`config.mk`:
```
export PLATFORM = sky130hd
export DESIGN_NAME = tlb_top
export DESIGN_NICKNAME = d
export VERILOG_FILES = /design/src/rtl/tlb_pkg.sv /design/src/rtl/tlb_perm_chk.sv /design/src/rtl/tlb_victim.sv /design/src/rtl/tlb_cam.sv /design/src/rtl/tlb_top.sv
export SDC_FILE = /design/constraint.sdc
export NUM_CORES = 2
export LEC_CHECK = 0
export BUFFER_PORTS_ARGS = -buffer_cell sky130_fd_sc_hd__buf_2
export CAP_MARGIN = 5
export CORE_MARGIN = 2
export CORE_UTILIZATION = 40
export CTS_CLUSTER_DIAMETER = 80
export DETAILED_ROUTE_END_ITERATION = 10
export SLEW_MARGIN = 40
export SYNTH_ARGS = -nofsm -noshare
export SYNTH_HDL_FRONTEND = slang
export SYNTH_SLANG_ARGS = --single-unit
```
`constraint.sdc`:
```
create_clock -name clk -period 10.9 [get_ports clk]
set_input_delay 1.635 -clock clk [delete_from_list [all_inputs] [get_ports clk]]
set_output_delay 1.635 -clock clk [all_outputs]
set_load 0.02 [all_outputs]
```
`src/rtl/tlb_pkg.sv`:
```
package tlb_pkg;
    localparam int VPN_W = 36;
    localparam int PFN_W = 40;
    localparam int ENTRIES = 8;

    typedef struct packed {
        logic user_ok;
        logic writable;
        logic no_exec;
    } perm_t;

    typedef struct packed {
        logic from_user;
        logic is_write;
        logic is_fetch;
    } access_t;

    function automatic logic perm_violation(perm_t p, access_t a);
        return (a.from_user & ~p.user_ok) |
               (a.is_write  & ~p.writable) |
               (a.is_fetch  &  p.no_exec);
    endfunction
endpackage

```
`src/rtl/tlb_perm_chk.sv`:
```
module tlb_perm_chk
    import tlb_pkg::*;
(
    input  perm_t   perm,
    input  access_t acc,
    input  logic    hit,
    output logic    fault
);
    always_comb fault = hit & perm_violation(perm, acc);
endmodule

```
`src/rtl/tlb_victim.sv`:
```
module tlb_victim #(
    parameter int N  = 8,
    parameter int IW = $clog2(N)
) (
    input  logic          clk,
    input  logic          rst,
    input  logic          flush,
    input  logic [N-1:0]  valid_vec,
    input  logic          advance,
    output logic [IW-1:0] victim_idx
);
    localparam logic [IW-1:0] LAST = IW'(N - 1);

    logic [IW-1:0] ptr;
    logic          all_valid;

    always_comb begin
        all_valid  = &valid_vec;
        victim_idx = ptr;
        for (int i = N - 1; i >= 0; i--) begin
            if (!valid_vec[i]) victim_idx = IW'(i);
        end
    end

    always_ff @(posedge clk) begin
        if (rst || flush) ptr <= '0;
        else if (advance && all_valid) ptr <= (ptr == LAST) ? '0 : ptr + 1'b1;
    end

    // a free entry is always preferred over eviction
    a_r7_free_first: assert property (@(posedge clk) disable iff (rst)
        !(&valid_vec) |-> !valid_vec[victim_idx]);

    // the pointer steps by one per replacement
    a_r8_rr_step: assert property (@(posedge clk) disable iff (rst)
        (advance && (&valid_vec) && !flush && ptr != LAST) |=> ptr == $past(ptr) + 1'b1);
endmodule

```
`src/rtl/tlb_cam.sv`:
```
module tlb_cam
    import tlb_pkg::*;
#(
    parameter int N  = 8,
    parameter int VW = 36,
    parameter int PW = 40,
    parameter int IW = $clog2(N)
) (
    input  logic          clk,
    input  logic          rst,
    input  logic          flush,
    input  logic          inv_valid,
    input  logic [VW-1:0] inv_vpn,
    input  logic          wr_en,
    input  logic [IW-1:0] wr_idx,
    input  logic [VW-1:0] wr_vpn,
    input  logic [PW-1:0] wr_pfn,
    input  perm_t         wr_perm,
    input  logic [VW-1:0] lk_vpn,
    output logic          lk_hit,
    output logic [PW-1:0] lk_pfn,
    output perm_t         lk_perm,
    input  logic [VW-1:0] fill_vpn,
    output logic          fill_hit,
    output logic [IW-1:0] fill_idx,
    output logic [N-1:0]  valid_vec
);
    logic [VW-1:0] tag  [N];
    logic [PW-1:0] pfn  [N];
    perm_t         perm [N];
    logic [N-1:0]  vld;

    for (genvar i = 0; i < N; i++) begin : g_ent
        always_ff @(posedge clk) begin
            if (rst || flush) begin
                vld[i]  <= 1'b0;
                tag[i]  <= '0;
                pfn[i]  <= '0;
                perm[i] <= '0;
            end else begin
                if (inv_valid && tag[i] == inv_vpn) vld[i] <= 1'b0;
                if (wr_en && wr_idx == IW'(i)) begin
                    vld[i]  <= 1'b1;
                    tag[i]  <= wr_vpn;
                    pfn[i]  <= wr_pfn;
                    perm[i] <= wr_perm;
                end
            end
        end

        // a matching entry is gone after an invalidate
        a_r5_inv_clears: assert property (@(posedge clk) disable iff (rst)
            (inv_valid && vld[i] && tag[i] == inv_vpn && !(wr_en && wr_idx == IW'(i)))
            |=> !vld[i]);
    end

    always_comb begin
        lk_hit   = 1'b0;
        lk_pfn   = '0;
        lk_perm  = '0;
        fill_hit = 1'b0;
        fill_idx = '0;
        for (int i = 0; i < N; i++) begin
            if (vld[i] && tag[i] == lk_vpn) begin
                lk_hit  = 1'b1;
                lk_pfn  = lk_pfn | pfn[i];
                lk_perm = lk_perm | perm[i];
            end
            if (vld[i] && tag[i] == fill_vpn) begin
                fill_hit = 1'b1;
                fill_idx = fill_idx | IW'(i);
            end
        end
    end

    assign valid_vec = vld;

    logic dup;
    always_comb begin
        dup = 1'b0;
        for (int i = 0; i < N; i++)
            for (int j = i + 1; j < N; j++)
                if (vld[i] && vld[j] && tag[i] == tag[j]) dup = 1'b1;
    end

    // no tag is held twice
    a_r9_no_dup: assert property (@(posedge clk) disable iff (rst) !dup);

    // a flush leaves the table empty
    a_r6_flush_empty: assert property (@(posedge clk) disable iff (rst)
        flush |=> vld == '0);
endmodule

```
`src/rtl/tlb_top.sv`:
```
module tlb_top
    import tlb_pkg::*;
#(
    parameter int N  = ENTRIES,
    parameter int VW = VPN_W,
    parameter int PW = PFN_W
) (
    input  logic          clk,
    input  logic          rst,
    input  logic          lk_valid,
    input  logic [VW-1:0] lk_vpn,
    input  logic [2:0]    lk_acc,
    input  logic          fill_valid,
    input  logic [VW-1:0] fill_vpn,
    input  logic [PW-1:0] fill_pfn,
    input  logic [2:0]    fill_perm,
    input  logic          inv_valid,
    input  logic [VW-1:0] inv_vpn,
    input  logic          root_wr,
    output logic          rsp_valid,
    output logic          rsp_hit,
    output logic [PW-1:0] rsp_pfn,
    output logic          rsp_fault,
    output logic          walk_req,
    output logic [VW-1:0] walk_vpn
);
    localparam int IW = $clog2(N);

    logic          lk_hit, fill_hit, fill_ok, wr_en, lk_fault;
    logic [PW-1:0] lk_pfn;
    perm_t         lk_perm;
    logic [IW-1:0] fill_idx, victim_idx, wr_idx;
    logic [N-1:0]  valid_vec;

    always_comb begin
        fill_ok = fill_valid && !root_wr && !(inv_valid && inv_vpn == fill_vpn);
        wr_en   = fill_ok;
        wr_idx  = fill_hit ? fill_idx : victim_idx;
    end

    tlb_cam #(.N(N), .VW(VW), .PW(PW), .IW(IW)) i_cam (
        .clk(clk), .rst(rst), .flush(root_wr),
        .inv_valid(inv_valid), .inv_vpn(inv_vpn),
        .wr_en(wr_en), .wr_idx(wr_idx), .wr_vpn(fill_vpn),
        .wr_pfn(fill_pfn), .wr_perm(perm_t'(fill_perm)),
        .lk_vpn(lk_vpn), .lk_hit(lk_hit), .lk_pfn(lk_pfn), .lk_perm(lk_perm),
        .fill_vpn(fill_vpn), .fill_hit(fill_hit), .fill_idx(fill_idx),
        .valid_vec(valid_vec)
    );

    tlb_victim #(.N(N), .IW(IW)) i_victim (
        .clk(clk), .rst(rst), .flush(root_wr), .valid_vec(valid_vec),
        .advance(fill_ok && !fill_hit), .victim_idx(victim_idx)
    );

    tlb_perm_chk i_perm (
        .perm(lk_perm), .acc(access_t'(lk_acc)), .hit(lk_hit), .fault(lk_fault)
    );

    always_ff @(posedge clk) begin
        if (rst) begin
            rsp_valid <= 1'b0;
            rsp_hit   <= 1'b0;
            rsp_pfn   <= '0;
            rsp_fault <= 1'b0;
            walk_req  <= 1'b0;
            walk_vpn  <= '0;
        end else begin
            rsp_valid <= lk_valid;
            rsp_hit   <= lk_valid && lk_hit;
            rsp_pfn   <= (lk_valid && lk_hit) ? lk_pfn : '0;
            rsp_fault <= lk_valid && lk_fault;
            walk_req  <= lk_valid && !lk_hit;
            walk_vpn  <= lk_vpn;
        end
    end

    // only a hit can fault
    a_r4_fault_on_hit: assert property (@(posedge clk) disable iff (rst)
        rsp_fault |-> rsp_hit);

    // the walk carries the page that missed
    a_r3_walk_page: assert property (@(posedge clk) disable iff (rst)
        (lk_valid && !lk_hit) |=> (walk_req && walk_vpn == $past(lk_vpn)));
endmodule

```
==> results_dict.tcl <==
set metrics [dict create \
    dpl.hpwl_microns 122000 \
    start_util_pct 40.4 \
    r2r_cells 10 \
    clk_path_buf_depth 3 \
    wire_per_inst_microns 39.0 \
    drive_gt1_share_pct 14.1 \
    maxCapViolCount 0 \
    synthTopCellsByCount "edfxtp_1, xor2_1, nor3_1" \
    cts_resized 0 \
    power_mw 6.69 \
    cts-hold-fix-buffers 0 \
    port_buffers 239 \
    area_growth_pct 13.0 \
    arrival_ps 6810 \
    min_period_ps 6510 \
    setup_viol 0 \
    power.leakage_nw 16.0 \
    viasPerCell 6.37 \
    min_from "i_cam.pfn[0][41]" \
    async_flop_share_pct 0 \
    hp-class "reg2reg" \
    worstPathMaxFanout 59 \
    final_cells 4766 \
    antenna_found_initial 6 \
    synth_cell_type_count 63 \
    relSlewSlack_pct 39.2 \
    pin_count 240 \
    track_usage_pct 37.0 \
    r2r_setup_slack_ps 5440 \
    pre_cts_ws_ps 3630 \
    core_region_area_sq_um 95200 \
    period_share_pct 59.7 \
    dr.pass1.iters 8 \
    clk_pin_slew_ps 60 \
    die_height_microns 314 \
    globalRoute.totalOverflow 0 \
    cts_tree "built" \
    yosys-top-cells-area "edfxtp_1, xor2_1, xnor2_1" \
    syn_avg_cell_area_sq_um 11.6 \
    syn-cell-area_sq_um 38400 \
    yosysTopAreaCellShare_pct 49.4 \
    cts_buffers 81 \
    syn_nets 3482 \
    max_freq_ghz 0.154 \
    vias 30373 \
    rsz0062_at_grt "false" \
    htreeDepth 3 \
    numPlacedInstances 4611 \
    worst_slew_pin_slew_ps 905 \
    grt_max_degree 158 \
    clock_sinks 723 \
    synth_ff_type "edfxtp_1" \
    wirelength_microns 186000 \
    synth-edff-count 632 \
    path_class "in2reg" \
    ys_warn_count 0 \
    power.density_nw_per_um2 154 \
    status "finished clean" \
    syn_inst 3320 \
    r2r-start "i_cam.tag[2][58]" \
    worstPathRequired_ps 11200 \
    finalClockSkew_ps 34.0 \
    hold_path_end "rsp_pfn[1]" \
    finalWorstSetupSlack_ps 4390 \
    antenna_left 0 \
    drc 0 \
    worstSetupEndpointType "flip-flop" \
    fp-row-count 113 \
    post-cts-setup-buffer-count 0 \
    cts_root_buf "clkbuf_16" \
    layout.nets 3593 \
    slew_violations 0 \
    ys_seq_elements 723 \
    clk_latency_ps 690 \
    grt_pass1_vias 28469 \
    ys_seq_area_share_pct 54.1 \
    critPathLaunchType "input port" \
    peakVddDrop_mv 0.114 \
    holdPathStages 2 \
    yosys.area.top_type "edfxtp_1" \
    synth.most_common_cell "edfxtp_1" \
    finalHoldViolCount 0 \
    reg2reg_to "i_cam.pfn[0][58]" \
    setup_tns_ps 0 \
    die-area_sq_um 98600 \
    grt_first_pass_wirelength_microns 249000 \
    die_x_microns 314 \
    place_congestion 1.09 \
    dr.first_iter.drc_count 4831 \
]
routing by layer:
metal,global-route usage [%],vias to the layer above,part of all wire [%]
met1,49.8,15237,40
met4,18.2,11,5.9
li1,-,12311,-
met5,2.03,-,0.15
met2,53.1,2272,42
met3,12.6,542,13
layout make-up:
cell class	count	area [sq um]
flip-flops and latches	723	20800
repair buffers	304	1910
well taps	1265	1580
multi-input cells	2210	16100
clock inverters	41	359
fillers	8801	51700
clock buffers	110	2250
inverters	111	417
diodes	2	5.00
sequential cells by signal, summed over array words and instances, names as in the netlist:
register and cells:
i_cam.perm 24, i_cam.pfn 320, i_cam.tag 288, i_cam.valid_vec 8, i_victim.ptr 3, rsp_fault 1
rsp_hit 1, rsp_pfn 40, rsp_valid 1, walk_req 1, walk_vpn 36
how the worst max path moves through the flow:
stage | from | to | cells past startpoint
after global routing | fill_vpn[0] | i_cam.tag[0][47] | 11
after detailed placement | fill_vpn[0] | i_cam.tag[2][49] | 12
after CTS | fill_vpn[0] | i_cam.tag[2][58] | 12
after floorplan | fill_vpn[33] | i_cam.perm[0][6] | 11
after global placement | fill_vpn[0] | i_cam.tag[0][47] | 10
final | fill_vpn[0] | i_cam.pfn[0][58] | 11
per-stage QoR:
stage                     utilization, %  instance area (sq um)  hold slack, ps
final                               45.7                  43400             537
after global routing                45.7                  43400             554
after CTS                           45.6                  43400             543
after detailed placement            42.8                  40800             530
after global placement              42.6                  40500             525
after floorplan                        -                  38400             488
power by group:
group | switching [mW] | total, mW | internal, mW | leakage, nW
sequential | 0.148 | 3.26 | 3.12 | 7.80
combinational | 0.512 | 0.727 | 0.215 | 6.93
clock | 1.20 | 2.70 | 1.50 | 1.27
cells in the final DEF, fill, tap and decap left out, types with 43 or more instances in the layout:
cell       synthesis  layout
nand4_1          122     122
nor3_1           478     473
edfxtp_1         632     632
a22oi_1           82      82
and2_1           161     161
xnor2_1          349     349
a22o_1            43      43
dfxtp_1           91      91
buf_2            128     239
nor4_1           142     134
inv_1            111     111
buf_4              6      44
clkbuf_16          0      84
xor2_1           505     505
cells by family (layout without fill, tap and decap cells):
kind of cell	count (synthesis)	after routing	share of synthesized area [%]
simple gates	1061	1061	15.8
xor+xnor	854	854	19.5
flops	723	723	54.1
buf+inv	387	566	4.50
compound gates	290	290	5.98
mux	3	3	0.0781
fa+ha+maj	2	2	0.0651
other cells	0	2	0
critical path, stage by stage:
cell     delay [ps]
buf_2           390
inv_1           550
a221o_1         490
nor4_1          400
nand3_1         350
and2_1          340
a311o_1         420
nand2_4         590
a311o_2         640
buf_16          230
buf_4           630
(Power assumes the default switching activity.)
